[src/rtl/rxf_pkg.sv]
package rxf_pkg;

    typedef enum logic [2:0] {
        EV_START     = 3'd0,
        EV_DATA      = 3'd1,
        EV_PARITY    = 3'd2,
        EV_STOP      = 3'd3,
        EV_BAD_START = 3'd4,
        EV_BAD_STOP  = 3'd5,
        EV_PAR_ERR   = 3'd6
    } ev_kind_e;

    typedef enum logic [2:0] {
        PM_NONE  = 3'd0,
        PM_ODD   = 3'd1,
        PM_EVEN  = 3'd2,
        PM_SPACE = 3'd3,
        PM_MARK  = 3'd4
    } par_mode_e;

    typedef enum logic [2:0] {
        ST_IDLE  = 3'd0,
        ST_START = 3'd1,
        ST_DATA  = 3'd2,
        ST_PAR   = 3'd3,
        ST_STOP  = 3'd4
    } rx_state_e;

    // Unknown parity codes fall back to "no parity bit".
    function automatic par_mode_e fit_mode(input logic [2:0] code);
        return (code > 3'd4) ? PM_NONE : par_mode_e'(code);
    endfunction

endpackage

[src/rtl/rxf_line_sync.sv]
module rxf_line_sync #(
    parameter int STAGES = 2
) (
    input  logic clk_i,
    input  logic rst_ni,
    input  logic line_i,
    output logic bit_o,
    output logic fall_o
);
    localparam int WARM_W = $clog2(STAGES + 2);
    localparam logic [WARM_W-1:0] WARM_DONE = WARM_W'(STAGES + 1);

    logic [STAGES-1:0] sync_d, sync_q;
    logic              prev_d, prev_q;
    logic [WARM_W-1:0] warm_d, warm_q;

    for (genvar g = 0; g < STAGES; g++) begin : g_stage
        if (g == 0) begin : g_first
            assign sync_d[g] = line_i;
        end else begin : g_next
            assign sync_d[g] = sync_q[g-1];
        end
    end

    always_comb begin
        prev_d = sync_q[STAGES-1];
        warm_d = (warm_q == WARM_DONE) ? warm_q : warm_q + 1'b1;
    end

    always_ff @(posedge clk_i or negedge rst_ni) begin
        if (!rst_ni) begin
            sync_q <= '1;
            prev_q <= 1'b1;
            warm_q <= '0;
        end else begin
            sync_q <= sync_d;
            prev_q <= prev_d;
            warm_q <= warm_d;
        end
    end

    assign bit_o  = sync_q[STAGES-1];
    // Only once prev_q holds a genuine line sample may an edge be declared.
    assign fall_o = (warm_q == WARM_DONE) && prev_q && !bit_o;

    AST_FALL_SINGLE: assert property (@(posedge clk_i) disable iff (!rst_ni)
        fall_o |=> !fall_o);

endmodule

[src/rtl/rxf_bit_timer.sv]
module rxf_bit_timer #(
    parameter int DIV_W = 16
) (
    input  logic             clk_i,
    input  logic             rst_ni,
    input  logic             arm_i,
    input  logic             run_i,
    input  logic [DIV_W-1:0] div_i,
    output logic             tick_o
);
    logic [DIV_W-1:0] cnt_d, cnt_q;

    always_comb begin
        tick_o = run_i && (cnt_q == DIV_W'(1));
        if (arm_i) begin
            cnt_d = div_i >> 1;          // first stop lands mid start bit
        end else if (tick_o) begin
            cnt_d = div_i;               // full period to the next centre
        end else if (run_i) begin
            cnt_d = cnt_q - 1'b1;
        end else begin
            cnt_d = cnt_q;
        end
    end

    always_ff @(posedge clk_i or negedge rst_ni) begin
        if (!rst_ni) begin
            cnt_q <= '0;
        end else begin
            cnt_q <= cnt_d;
        end
    end

    AST_TIMER_NONZERO: assert property (@(posedge clk_i) disable iff (!rst_ni)
        run_i |-> (cnt_q != '0));

endmodule

[src/rtl/rxf_parity_eval.sv]
module rxf_parity_eval
    import rxf_pkg::*;
#(
    parameter int WORD_W = 9
) (
    input  par_mode_e         mode_i,
    input  logic              bit_i,
    input  logic [WORD_W-1:0] data_i,
    output logic              expect_o,
    output logic              pass_o
);
    logic ones_odd;

    always_comb begin
        ones_odd = ^data_i;
        case (mode_i)
            PM_ODD:   expect_o = ~ones_odd;
            PM_EVEN:  expect_o = ones_odd;
            PM_SPACE: expect_o = 1'b0;
            PM_MARK:  expect_o = 1'b1;
            default:  expect_o = bit_i;
        endcase
        pass_o = (expect_o == bit_i);
    end

endmodule

[src/rtl/rxf_event_out.sv]
module rxf_event_out
    import rxf_pkg::*;
#(
    parameter int WORD_W = 9
) (
    input  logic              clk_i,
    input  logic              rst_ni,
    input  logic              put_i,
    input  ev_kind_e          put_kind_i,
    input  logic [WORD_W-1:0] put_pay_i,
    input  logic              also_i,
    input  ev_kind_e          also_kind_i,
    input  logic [WORD_W-1:0] also_pay_i,
    output logic              valid_o,
    output logic [2:0]        kind_o,
    output logic [WORD_W-1:0] pay_o
);
    typedef struct packed {
        logic              vld;
        ev_kind_e          kind;
        logic [WORD_W-1:0] pay;
    } slot_t;

    localparam slot_t SLOT_RST = '{vld: 1'b0, kind: EV_START, pay: '0};

    slot_t out_d, out_q, pend_d, pend_q;

    always_comb begin
        out_d     = out_q;
        out_d.vld = 1'b0;
        pend_d    = pend_q;
        if (put_i) begin
            out_d = '{vld: 1'b1, kind: put_kind_i, pay: put_pay_i};
            if (also_i) begin
                pend_d = '{vld: 1'b1, kind: also_kind_i, pay: also_pay_i};
            end
        end else if (pend_q.vld) begin
            out_d      = pend_q;
            pend_d.vld = 1'b0;
        end
    end

    always_ff @(posedge clk_i or negedge rst_ni) begin
        if (!rst_ni) begin
            out_q  <= SLOT_RST;
            pend_q <= SLOT_RST;
        end else begin
            out_q  <= out_d;
            pend_q <= pend_d;
        end
    end

    assign valid_o = out_q.vld;
    assign kind_o  = out_q.kind;
    assign pay_o   = out_q.pay;

    AST_NO_LOST_EVENT: assert property (@(posedge clk_i) disable iff (!rst_ni)
        put_i |-> !pend_q.vld);
    AST_PEND_DRAINS: assert property (@(posedge clk_i) disable iff (!rst_ni)
        pend_q.vld |=> (!pend_q.vld && valid_o));

endmodule

[src/rtl/serial_frame_rx.sv]
module serial_frame_rx
    import rxf_pkg::*;
#(
    parameter int DIV_W   = 16,
    parameter int WORD_W  = 9,
    parameter int MIN_LEN = 5,
    parameter int MIN_DIV = 4
) (
    input  logic                            clk_i,
    input  logic                            rst_ni,
    input  logic                            line_i,
    input  logic [DIV_W-1:0]                clks_per_bit_i,
    input  logic [$clog2(WORD_W+1)-1:0]     data_len_i,
    input  logic [2:0]                      parity_mode_i,
    input  logic                            msb_first_i,
    input  logic                            par_check_en_i,
    output logic                            evt_valid_o,
    output logic [2:0]                      evt_kind_o,
    output logic [WORD_W-1:0]               evt_payload_o
);
    localparam int LEN_W = $clog2(WORD_W + 1);

    typedef struct packed {
        rx_state_e         st;
        logic [DIV_W-1:0]  div;
        logic [LEN_W-1:0]  len;
        par_mode_e         pm;
        logic              msb;
        logic              chk;
        logic [LEN_W-1:0]  idx;
        logic [WORD_W-1:0] word;
    } core_t;

    localparam core_t CORE_RST = '{st: ST_IDLE, div: '0, len: '0, pm: PM_NONE,
                                   msb: 1'b0, chk: 1'b0, idx: '0, word: '0};

    function automatic logic [DIV_W-1:0] fit_div(input logic [DIV_W-1:0] v);
        return (v < DIV_W'(MIN_DIV)) ? DIV_W'(MIN_DIV) : v;
    endfunction

    function automatic logic [LEN_W-1:0] fit_len(input logic [LEN_W-1:0] v);
        if (v < LEN_W'(MIN_LEN)) return LEN_W'(MIN_LEN);
        if (v > LEN_W'(WORD_W))  return LEN_W'(WORD_W);
        return v;
    endfunction

    core_t             c_d, c_q;
    logic              line_bit, line_fall, tick, arm;
    logic [DIV_W-1:0]  timer_div;
    logic              par_expect, par_pass;
    logic [WORD_W-1:0] shifted;
    logic              put, also;
    ev_kind_e          put_kind, also_kind;
    logic [WORD_W-1:0] put_pay, also_pay;

    rxf_line_sync #(.STAGES(2)) u_sync (
        .clk_i  (clk_i),
        .rst_ni (rst_ni),
        .line_i (line_i),
        .bit_o  (line_bit),
        .fall_o (line_fall)
    );

    assign timer_div = arm ? fit_div(clks_per_bit_i) : c_q.div;

    rxf_bit_timer #(.DIV_W(DIV_W)) u_timer (
        .clk_i  (clk_i),
        .rst_ni (rst_ni),
        .arm_i  (arm),
        .run_i  (c_q.st != ST_IDLE),
        .div_i  (timer_div),
        .tick_o (tick)
    );

    rxf_parity_eval #(.WORD_W(WORD_W)) u_par (
        .mode_i   (c_q.pm),
        .bit_i    (line_bit),
        .data_i   (c_q.word),
        .expect_o (par_expect),
        .pass_o   (par_pass)
    );

    always_comb begin
        c_d       = c_q;
        arm       = 1'b0;
        put       = 1'b0;
        put_kind  = EV_START;
        put_pay   = '0;
        also      = 1'b0;
        also_kind = EV_START;
        also_pay  = '0;
        if (c_q.msb) begin
            shifted = {c_q.word[WORD_W-2:0], line_bit};
        end else begin
            shifted = (c_q.word >> 1) | (WORD_W'(line_bit) << (c_q.len - 1'b1));
        end

        case (c_q.st)
            ST_IDLE: begin
                if (line_fall) begin
                    arm      = 1'b1;
                    c_d.st   = ST_START;
                    c_d.div  = fit_div(clks_per_bit_i);
                    c_d.len  = fit_len(data_len_i);
                    c_d.pm   = fit_mode(parity_mode_i);
                    c_d.msb  = msb_first_i;
                    c_d.chk  = par_check_en_i;
                    c_d.idx  = '0;
                    c_d.word = '0;
                end
            end
            ST_START: begin
                if (tick) begin
                    put    = 1'b1;
                    c_d.st = ST_DATA;
                    if (line_bit) begin
                        put_kind  = EV_BAD_START;
                        put_pay   = WORD_W'(1);
                        also      = 1'b1;
                        also_kind = EV_START;
                        also_pay  = WORD_W'(1);
                    end else begin
                        put_kind  = EV_START;
                    end
                end
            end
            ST_DATA: begin
                if (tick) begin
                    c_d.word = shifted;
                    if (c_q.idx == c_q.len - 1'b1) begin
                        put      = 1'b1;
                        put_kind = EV_DATA;
                        put_pay  = shifted;
                        c_d.st   = (c_q.pm == PM_NONE) ? ST_STOP : ST_PAR;
                    end else begin
                        c_d.idx = c_q.idx + 1'b1;
                    end
                end
            end
            ST_PAR: begin
                if (tick) begin
                    put    = 1'b1;
                    c_d.st = ST_STOP;
                    if (!par_pass && c_q.chk) begin
                        put_kind = EV_PAR_ERR;
                        put_pay  = WORD_W'({par_expect, line_bit});
                    end else begin
                        put_kind = EV_PARITY;
                        put_pay  = WORD_W'(line_bit);
                    end
                end
            end
            ST_STOP: begin
                if (tick) begin
                    put    = 1'b1;
                    c_d.st = ST_IDLE;
                    if (!line_bit) begin
                        put_kind  = EV_BAD_STOP;
                        also      = 1'b1;
                        also_kind = EV_STOP;
                    end else begin
                        put_kind  = EV_STOP;
                        put_pay   = WORD_W'(1);
                    end
                end
            end
            default: c_d.st = ST_IDLE;
        endcase
    end

    always_ff @(posedge clk_i or negedge rst_ni) begin
        if (!rst_ni) begin
            c_q <= CORE_RST;
        end else begin
            c_q <= c_d;
        end
    end

    rxf_event_out #(.WORD_W(WORD_W)) u_evt (
        .clk_i       (clk_i),
        .rst_ni      (rst_ni),
        .put_i       (put),
        .put_kind_i  (put_kind),
        .put_pay_i   (put_pay),
        .also_i      (also),
        .also_kind_i (also_kind),
        .also_pay_i  (also_pay),
        .valid_o     (evt_valid_o),
        .kind_o      (evt_kind_o),
        .pay_o       (evt_payload_o)
    );

    AST_KIND_RANGE: assert property (@(posedge clk_i) disable iff (!rst_ni)
        evt_valid_o |-> (evt_kind_o <= 3'd6));
    AST_BAD_START_PAIR: assert property (@(posedge clk_i) disable iff (!rst_ni)
        (evt_valid_o && evt_kind_o == 3'd4) |=>
        (evt_valid_o && evt_kind_o == 3'd0 && evt_payload_o == WORD_W'(1)));
    AST_BAD_STOP_PAIR: assert property (@(posedge clk_i) disable iff (!rst_ni)
        (evt_valid_o && evt_kind_o == 3'd5) |=>
        (evt_valid_o && evt_kind_o == 3'd3 && evt_payload_o == '0));
    AST_PARERR_FIELDS: assert property (@(posedge clk_i) disable iff (!rst_ni)
        (evt_valid_o && evt_kind_o == 3'd6) |->
        (evt_payload_o[1] != evt_payload_o[0] && evt_payload_o[WORD_W-1:2] == '0));
    AST_STOP_ENDS_FRAME: assert property (@(posedge clk_i) disable iff (!rst_ni)
        (evt_valid_o && evt_kind_o == 3'd3) |-> (c_q.st == ST_IDLE));
    AST_SETTINGS_HELD: assert property (@(posedge clk_i) disable iff (!rst_ni)
        (c_q.st != ST_IDLE && $past(c_q.st) != ST_IDLE) |->
        ($stable(c_q.div) && $stable(c_q.len) && $stable(c_q.pm) &&
         $stable(c_q.msb) && $stable(c_q.chk)));

endmodule

[config.mk]
export PLATFORM = sky130hd
export DESIGN_NAME = serial_frame_rx
export DESIGN_NICKNAME = d
export VERILOG_FILES = /design/src/rtl/rxf_pkg.sv /design/src/rtl/rxf_line_sync.sv /design/src/rtl/rxf_bit_timer.sv /design/src/rtl/rxf_parity_eval.sv /design/src/rtl/rxf_event_out.sv /design/src/rtl/serial_frame_rx.sv
export SDC_FILE = /design/constraint.sdc
export NUM_CORES = 1
export LEC_CHECK = 0
export CORE_UTILIZATION = 55
export DETAILED_ROUTE_END_ITERATION = 16
export GPL_TIMING_DRIVEN = 1
export PLACE_DENSITY_LB_ADDON = 0.15
export SLEW_MARGIN = 10
export SYNTH_ARGS = -nofsm -noshare
export SYNTH_HDL_FRONTEND = slang
export SYNTH_SLANG_ARGS = --single-unit
[constraint.sdc]
create_clock -name clk_i -period 5 [get_ports clk_i]
set_clock_uncertainty 0.15 [all_clocks]
set_input_delay 1 -clock clk_i [delete_from_list [all_inputs] [get_ports clk_i]]
set_output_delay 1 -clock clk_i [all_outputs]
set_load 0.005 [all_outputs]
# Word-level counts from Yosys, hierarchy flattened
# Index checks and enable logic that the tools add are counted.
[op_classes] add_sub_neg=4 order_cmp=4 n_eq_ne=20 shift=1 mux=65 bitwise_logic=2 reduce_logical=20
[op_table] op="$mux W16" count=5
[op_table] op="$mux W13" count=4
[op_table] op="$mux W41" count=1
[op_table] op="$mux W3" count=13
[op_table] op="$mux W9" count=3
[op_table] op="$pmux W9 S3" count=1
[op_table] op="$pmux W13 S2" count=1
[op_table] op="$mux W1" count=22
[op_table] op="$mux W4" count=5
[op_table] op="$eq A16 B1 Y1 const B" count=1
[op_table] op="$lt A16 B3 Y1 const B" count=1
[op_table] op="$sub A16 B1 Y16 const B" count=1
[op_table] op="$pmux W3 S5" count=1
[op_table] op="$ne A2 B2 Y1 const B" count=7
[op_table] op="$eq A3 B2 Y1 const B" count=4
[op_table] op="$pmux W3 S4" count=1
[op_table] op="$mux W2" count=5
[op_table] op="$or A8 B9 Y9" count=1
[op_table] op="$reduce_xor A9 Y1" count=1
[op_table] op="$shl A1 B4 Y9" count=1
[op_table] op="$eq A3 B1 Y1 const B" count=2
[op_table] op="$eq A3 B3 Y1 const B" count=2
[op_table] op="$logic_not A3 Y1" count=2
[op_table] op="$reduce_and A6 Y1" count=1
[op_table] op="22 further kinds" count=30
[word_totals] ff_bits=88 inputBits=28

# Logic depth before layout (Yosys ltp)
# Gate-level depths: netlist (run 1).
[logic_depth] ltp_word=12 mapped_depth=10

# Modules after synthesis
# From an unflattened synthesis (run 1), not the netlist that was laid out.
[unflattened] hier_cells=519 hier_area_um2=4913.5
[by_module_without_submodules] module="serial_frame_rx" instances=1 cells_per_inst=264 area_per_inst_um2=2252.2 seq_area_each_um2=1026.0
[by_module_without_submodules] module="rxf_bit_timer" instances=1 cells_per_inst=139 area_per_inst_um2=1151.1 seq_area_each_um2=400.4
[by_module_without_submodules] module="rxf_event_out" instances=1 cells_per_inst=83 area_per_inst_um2=1123.6 seq_area_each_um2=650.6
[by_module_without_submodules] module="rxf_parity_eval" instances=1 cells_per_inst=24 area_per_inst_um2=211.5 seq_area_each_um2=0.0
[by_module_without_submodules] module="rxf_line_sync" instances=1 cells_per_inst=9 area_per_inst_um2=175.2 seq_area_each_um2=128.9

# Least setup slack after synthesis (run 1)
# No wires, ideal clock.
[synth_timing] kind="reg2reg" startpoint="reg c_q[18] in the netlist's numbering" endpoint="reg c_q[9] in the netlist's numbering" setup_time_ns=0.125 arrival_ns=2.290 required_time_ns=4.725 slack_ns=2.435 path_stages_with_launch=10 path_buffers=1 period_less_slack_ns=2.565 path_cell_list="dfrtp_1 -> clkbuf_1 -> inv_1 -> ha_1 -> xnor2_4 -> xnor2_1 -> nor4_4 -> o22ai_2 -> and2_4 -> mux2_4"
[synth_via] elab_chain_len=4
[synth_rtl] item="from (decl)" line="serial_frame_rx.sv:47" rtl="core_t c_d, c_q;"
[synth_rtl] item="from (signal assigned)" line="serial_frame_rx.sv:173" rtl="c_q <= CORE_RST;"
[synth_rtl] item="from (signal assigned)" line="serial_frame_rx.sv:175" rtl="c_q <= c_d;"
[synth_rtl] item="$sub A4 B1 Y4" line="serial_frame_rx.sv:130" rtl="if (c_q.idx == c_q.len - 1'b1) begin"
[synth_rtl] item="$eq A4 B4 Y1" line="serial_frame_rx.sv:130"
[synth_rtl] item="$ne A2 B2 Y1 (no source line)"
[synth_rtl] item="$reduce_and A4 Y1 (no source line)"
# Every way passes these cells.
# A chain may end at the register's enable or synchronous reset.

# Worst setup path after layout (run 1)
[layout_timing] startpoint="reg c_q[18] in the netlist's numbering" endpoint="reg u_evt.out_q, in the netlist u_evt.pay_o[4]"
[layout_via] elab_chain_len=8 word_cells_on_any_way=13
[layout_rtl] item="$sub A4 B1 Y4 (*)" line="serial_frame_rx.sv:95, serial_frame_rx.sv:130"
[layout_rtl] item="$shl A1 B4 Y9" line="serial_frame_rx.sv:95" rtl="shifted = (c_q.word >> 1) | (WORD_W'(line_bit) << (c_q.len - 1'b1));"
[layout_rtl] item="$or A8 B9 Y9" line="serial_frame_rx.sv:95"
[layout_rtl] item="$mux W9" line="serial_frame_rx.sv:92" rtl="if (c_q.msb) begin"
[layout_rtl] item="$mux W9" line="serial_frame_rx.sv:130"
[layout_rtl] item="$mux W9" line="serial_frame_rx.sv:128" rtl="if (tick) begin"
[layout_rtl] item="$pmux W9 S3" line="serial_frame_rx.sv:98" rtl="case (c_q.st)"
[layout_rtl] item="$mux W13" line="rxf_event_out.sv:32" rtl="if (put_i) begin"
[layout_rtl] item="to (signal assigned)" line="rxf_event_out.sv:48" rtl="out_q <= out_d;"
[layout_rtl] item="to (decl)" line="rxf_event_out.sv:26" rtl="slot_t out_d, out_q, pend_d, pend_q;"
# Mark *: on every way between the ends. The rest lies on a longest branch, timed or not.

==> results.cfg, run 1 <==
[drt]
drt_iter0_drc = 244
wl_per_cell_um = 16.2
firstDrtPassIters = 4
vias_per_cell = 5.92
wl_um = 10400
via_count = 3814
drc = 0
drtAntennaViolNets = 0

[timing]
fmax_ghz = 0.317
slew_headroom_pct = 35.5
fin_crit_ns = 3.16
worst_pin_slew_ns = 0.968
holdWs_ns = 0.207
setup_violations = 0
totalNegativeSetupSlack_ns = 0
report.final.slew_viol_count = 0
rsz0062_at_grt = no
min_period_over_period_pct = 63.2
fin_ws_ns = 1.84
finalHoldViolations = 0

[floorplanning]
start_util_pct = 56.9
die_y_um = 91.7
design.core.area_mm2 = 0.00777
dieArea_mm2 = 0.00840
dieWidth_um = 91.7
rows = 32
io_pins = 41

[clock_tree]
post-cts-setup-buffers = 0
clkLatencyLatePin_ns = 0.35
path_clk_slew_ns = 0.08
cts_htree_levels = 3
cts_num_sinks = 78
postCtsHoldBufs = 0
cts_root_buf = clkbuf_8
cts_buffer_depth = 2
cts_buffers = 9
cts_tree = yes
cts_resized = 0

[worst_hold_path]
hp-class = reg2reg

[layout]
layout_commonest_cell = nand2_1
syn_to_final_growth_pct = 15.2
final_cell_area_mm2 = 0.00509
layout-drive-gt1-share_pct = 6.64
nFillCells = 664
diodes = 0
final_nets = 570
most-common-layout-cells = nand2_1 (113), dfrtp_1 (75), clkdlybuf4s50_1 (39)

[placement]
hpwlAfterDp_um = 7500
post_dp_cell_area_mm2 = 0.00487
gp_congestion = 0.892
preCtsSetupSlack_ns = 1.83
io_buffers = 40

[global_route]
grt_pass1_vias = 3762
grt_overflow = 0
grt_pass1_wl_um = 17900
grt_max_degree = 79
antenna_found_initial = 0
grt_usage_pct = 27.1

[status]
status = finished, final reports clean

[worst_setup_path]
crit_type = reg2reg
cp.arrival_ns = 3.21
path_cells = inv_1 -> ha_1 -> xnor2_4 -> xnor2_1 -> nor4_4 -> a21oi_1 -> o21bai_1 -> o22ai_1
crit_fanout = 11
slowest_stage = o21bai_1
crit_family = compound AO/OA/AOI/OAI gates
path_buf_inv = 1
startpoint_type = flip-flop
slowest_delay_ns = 0.68
required_ns = 5.05
endpoint_kind = flip-flop

[synthesis]
synth_flop_cell = dfrtp_1
yosys_warnings = 0
ys_seq_area_share_pct = 44.2
synth-edff-count = 0
synthDistinctLibCells = 62
syn_area_mm2 = 0.00442
avgSynthCellArea_um2 = 8.70
async_flop_share_pct = 100
yosys_register_bits = 78
synthCells = 508
syn-num-nets = 541

[pwr]
max-vdd-ir-drop_v = 0.000235
p_total_mw = 2.02
cellPowerDensity_mw_per_mm2 = 397
p_leak_nw = 2.16

[run]
cap_violations = 0
==> synthesized netlist by cell type, drive strengths merged, types with 4 or more instances <==
cell type / number / area, µm²
nand2: 113 / 424
dfrtp: 75 / 1880
nor2: 35 / 131
o21ai: 31 / 155
inv: 23 / 86.3
clkbuf: 22 / 82.6
nand3: 18 / 90.1
a21oi: 12 / 60.1
nor3: 12 / 65.1
o211ai: 12 / 90.1
o22ai: 12 / 81.3
xnor2: 12 / 124
mux2i: 11 / 110
nor4: 11 / 105
nand4: 10 / 68.8
xor2: 10 / 87.6
a31oi: 9 / 56.3
a211oi: 7 / 52.6
nand3b: 6 / 45.0
ha: 5 / 62.6
and2: 4 / 27.5
buf: 4 / 22.5
nand2b: 4 / 25.0
o31ai: 4 / 30.0
==> metal layers <==
metal  part of all wire [%]  wire, µm  GRT usage, %  vias up
li1                       -         -             -     1864
met1                     42      4340          33.5     1821
met2                     52      5380          47.6      108
met3                    4.4       454          3.15       21
met4                    2.4       249          11.8        0
met5                      0         0             0        -
==> through the flow <==
step           std cells  utilization, %
3_3_place_gp         628            62.7
6_report             644            65.5
5_1_grt              644            65.5
4_1_cts              644            65.5
3_5_place_dp         628            62.7
2_1_floorplan        508               -
==> path summary, 6_finish.rpt <==
path,endpoint,startpoint,slack [ns],depth (start not counted)
max,u_evt.pay_o[4],c_q[18],1.84,8
min,u_sync.sync_q[1],u_sync.sync_q[0],0.21,0
max reg2reg,u_evt.pay_o[4],c_q[18],1.84,8
min reg2reg,u_sync.sync_q[1],u_sync.sync_q[0],0.21,0
max in group asynchronous,c_q[31],rst_ni,3.43,1
min in group asynchronous,c_q[7],rst_ni,0.64,1
==> area by class of cell <==
class                      instances  area (µm²)  share of cell area, %
multi-input combinational        381        2280                   44.7
sequential                        78        1960                   38.4
clock buffer                      12         145                   2.85
tap                              102         128                   2.51
clock inverter                     4        72.6                   1.43
timing repair buffer              44         428                   8.41
inverter                          23        86.3                   1.70
==> kinds of logic (layout without fill, tap and decap cells) <==
family	Yosys count	in the layout	share of synthesized area (%)
adders and majority gates	5	5	1.42
DFF	78	78	44.2
AOI/OAI and AO/OA	109	109	16.2
and+or+nand+nor	230	230	25.2
xor gates and xnor gates	23	23	5.29
muxes	14	14	3.34
buffers and inverters	49	83	4.33
==> state kept, by name (all words and copies together) (netlist names) <==
register	count
u_evt.kind_o	3
u_sync.prev_q	1
u_sync.warm_q	2
c_q	41
u_sync.sync_q	2
u_timer.cnt_q	16
u_evt.valid_o	1
u_evt.pend_q	3
u_evt.pay_o	9
==> where the power goes <==
| part | switching, mW | internal (mW) |
|---|---|---|
| sequential | 0.172 | 0.750 |
| combinational | 0.321 | 0.253 |
| clock | 0.229 | 0.295 |
==> worst register-to-register path, cell delays in order (launching register included) <==
cell and delay [ns]:
dfrtp_1 0.47, inv_1 0.09, ha_1 0.28, xnor2_4 0.28
xnor2_1 0.16, nor4_4 0.53, a21oi_1 0.20, o21bai_1 0.68
o22ai_1 0.17
Note: power is estimated with default switching activity, not from simulation.
==> inputs of run 2 (changes only) <==
--- a/config.mk
+++ b/config.mk
@@ -5,7 +5,7 @@
 export SDC_FILE = /design/constraint.sdc
 export NUM_CORES = 1
 export LEC_CHECK = 0
-export CORE_UTILIZATION = 55
+export CORE_UTILIZATION = 52
 export DETAILED_ROUTE_END_ITERATION = 16
 export GPL_TIMING_DRIVEN = 1
 export PLACE_DENSITY_LB_ADDON = 0.15
==> constraint.sdc (replaced) <==
create_clock -name clk_i -period 2.65 [get_ports clk_i]
set_clock_uncertainty 0.15 [all_clocks]
set_input_delay 0.53 -clock clk_i [delete_from_list [all_inputs] [get_ports clk_i]]
set_output_delay 0.53 -clock clk_i [all_outputs]
set_load 0.005 [all_outputs]
==> results.cfg, run 2 (same netlist as run 1, synthesis figures left out) <==
[drt]
wl_met3_um = 490
drtAntennaViolNets = 0
drt_iter0_drc = 191
top_layer = met4
wl_um = 11000
wl_met1_um = 4670
drc = 0
firstDrtPassIters = 5
met2_length_um = 5460
via_count = 3920
wl_per_cell_um = 16.3
vias_per_cell = 5.84

[global_route]
grt_max_degree = 41
grt_pass1_vias = 3657
grt_usage_pct = 27.3
antenna_found_initial = 0
grt_overflow = 0
grt_pass1_wl_um = 18400

[pwr]
p_total_mw = 3.86
pwr-share-seq_pct = 44.6
p_int_mw = 2.49
switching_share_pct = 35.6
p_sw_mw = 1.37
cellPowerDensity_mw_per_mm2 = 732
power_frac_comb_pct = 30.8
max-vdd-ir-drop_v = 0.000378
power.share.clock_pct = 24.5
p_leak_nw = 2.28

[clock_tree]
postCtsHoldBufs = 0
path_clk_slew_ns = 0.08
cts_root_buf = clkbuf_8
cts_htree_levels = 3
clkLatencyLatePin_ns = 0.36
cts_buffers = 9
post-cts-setup-buffers = 0
cts_resized = 0
cts_tree = yes
cts_buffer_depth = 2
cts_num_sinks = 78

[timing]
report.final.slew_viol_count = 0
setup_violations = 0
fin_crit_ns = 2.41
fmax_ghz = 0.415
rsz0062_at_grt = no
totalNegativeSetupSlack_ns = 0
slew_headroom_pct = 62.7
finalHoldViolations = 2
holdWs_ns = -0.00281
worst_pin_slew_ns = 0.557
min_period_over_period_pct = 90.9

[floorplanning]
start_util_pct = 53.8
rows = 33
dieWidth_um = 94.2
design.core.area_mm2 = 0.00822
io_pins = 41
dieArea_mm2 = 0.00887
die_y_um = 94.2

[placement]
hpwlAfterDp_um = 8110
io_buffers = 40
post_dp_cell_area_mm2 = 0.00508
placedCellCount = 656
gp_congestion = 0.850

[run]
cap_violations = 0

[worst_hold_path]
hp-class = in2async

[status]
status = finished, violations left
violations = negative hold slack

[layout]
diodes = 0
syn_to_final_growth_pct = 19.5
most-common-layout-cells = nand2_1 (113), dfrtp_1 (75), clkdlybuf4s50_1 (39)
top_register = c_q
nFillCells = 694
layout_commonest_cell = nand2_1
fin_cells = 671
layout-drive-gt1-share_pct = 10.6
largest_register_ffs = 41
final_nets = 595
final_cell_area_mm2 = 0.00528

[worst_setup_path]
worstReg2RegStart = c_q[19]
rr_worst_depth = 7
required_ns = 2.73
r2r_end = c_q[9]
path_cells = inv_1 -> ha_1 -> xnor2_1 -> nor4_4 -> o22ai_2 -> and2_4 -> mux2_4
crit_type = reg2reg
crit_fanout = 7
endpoint_kind = flip-flop
slowest_delay_ns = 0.43
reg2reg_slack_ns = 0.24
slowest_stage = nor4_4
cp.arrival_ns = 2.49
startpoint_type = flip-flop
## run 2: power by group through the flow
stage | combinational, mW | sequential, mW | clock (mW)
global placement | 1.15 | 1.74 | 0
finish | 1.19 | 1.72 | 0.948
floorplan | 0.886 | 1.63 | 0
CTS | 1.19 | 1.72 | 0.972
detailed placement | 1.18 | 1.75 | 0
global route | 1.34 | 1.76 | 1.03
## run 2: worst max-delay path by stage
stage,from,endpoint,slack (ns),depth (start not counted)
finish,c_q[19],c_q[9],0.24,7
global route,u_timer.cnt_q[1],u_timer.cnt_q[14],0.05,9
CTS,c_q[19],c_q[9],0.12,8
detailed placement,c_q[19],c_q[9],0.16,8
global placement,c_q[19],c_q[9],0.23,8
floorplan,c_q[18],c_q[9],0.09,9
## run 2: critical path, delay by kind of cell (launching register included)
kind,cells,cell delay [ns]
and+or+nand+nor,2,0.64
DFF,1,0.40
adders and majority gates,1,0.37
muxes,1,0.29
xor gates and xnor gates,1,0.20
AOI/OAI and AO/OA,1,0.18
buffers and inverters,1,0.06
## run 2: metal layers
layer / GRT usage [%] / up-vias
li1: - / 1902
met1: 34.3 / 1882
met2: 45.6 / 110
met3: 4.45 / 26
met4: 12.9 / 0
met5: 0 / -
## run 2: area by class of cell
type | instances | area, µm² | area share (%)
Timing Repair Buffer | 69 | 628 | 11.9
Sequential cell | 78 | 1960 | 37.0
Tap cell | 105 | 131 | 2.49
Inverter | 23 | 86.3 | 1.63
Multi-Input combinational cell | 381 | 2280 | 43.1
Clock inverter | 4 | 73.8 | 1.40
Clock buffer | 11 | 131 | 2.49
## run 2: metrics by stage
stage                     util, %  setup WS [ns]
after floorplan                 -         0.0852
after global placement       61.8          0.229
after detailed placement     61.8          0.159
after CTS                    64.3          0.120
after global routing         64.3         0.0485
final                        64.3          0.241
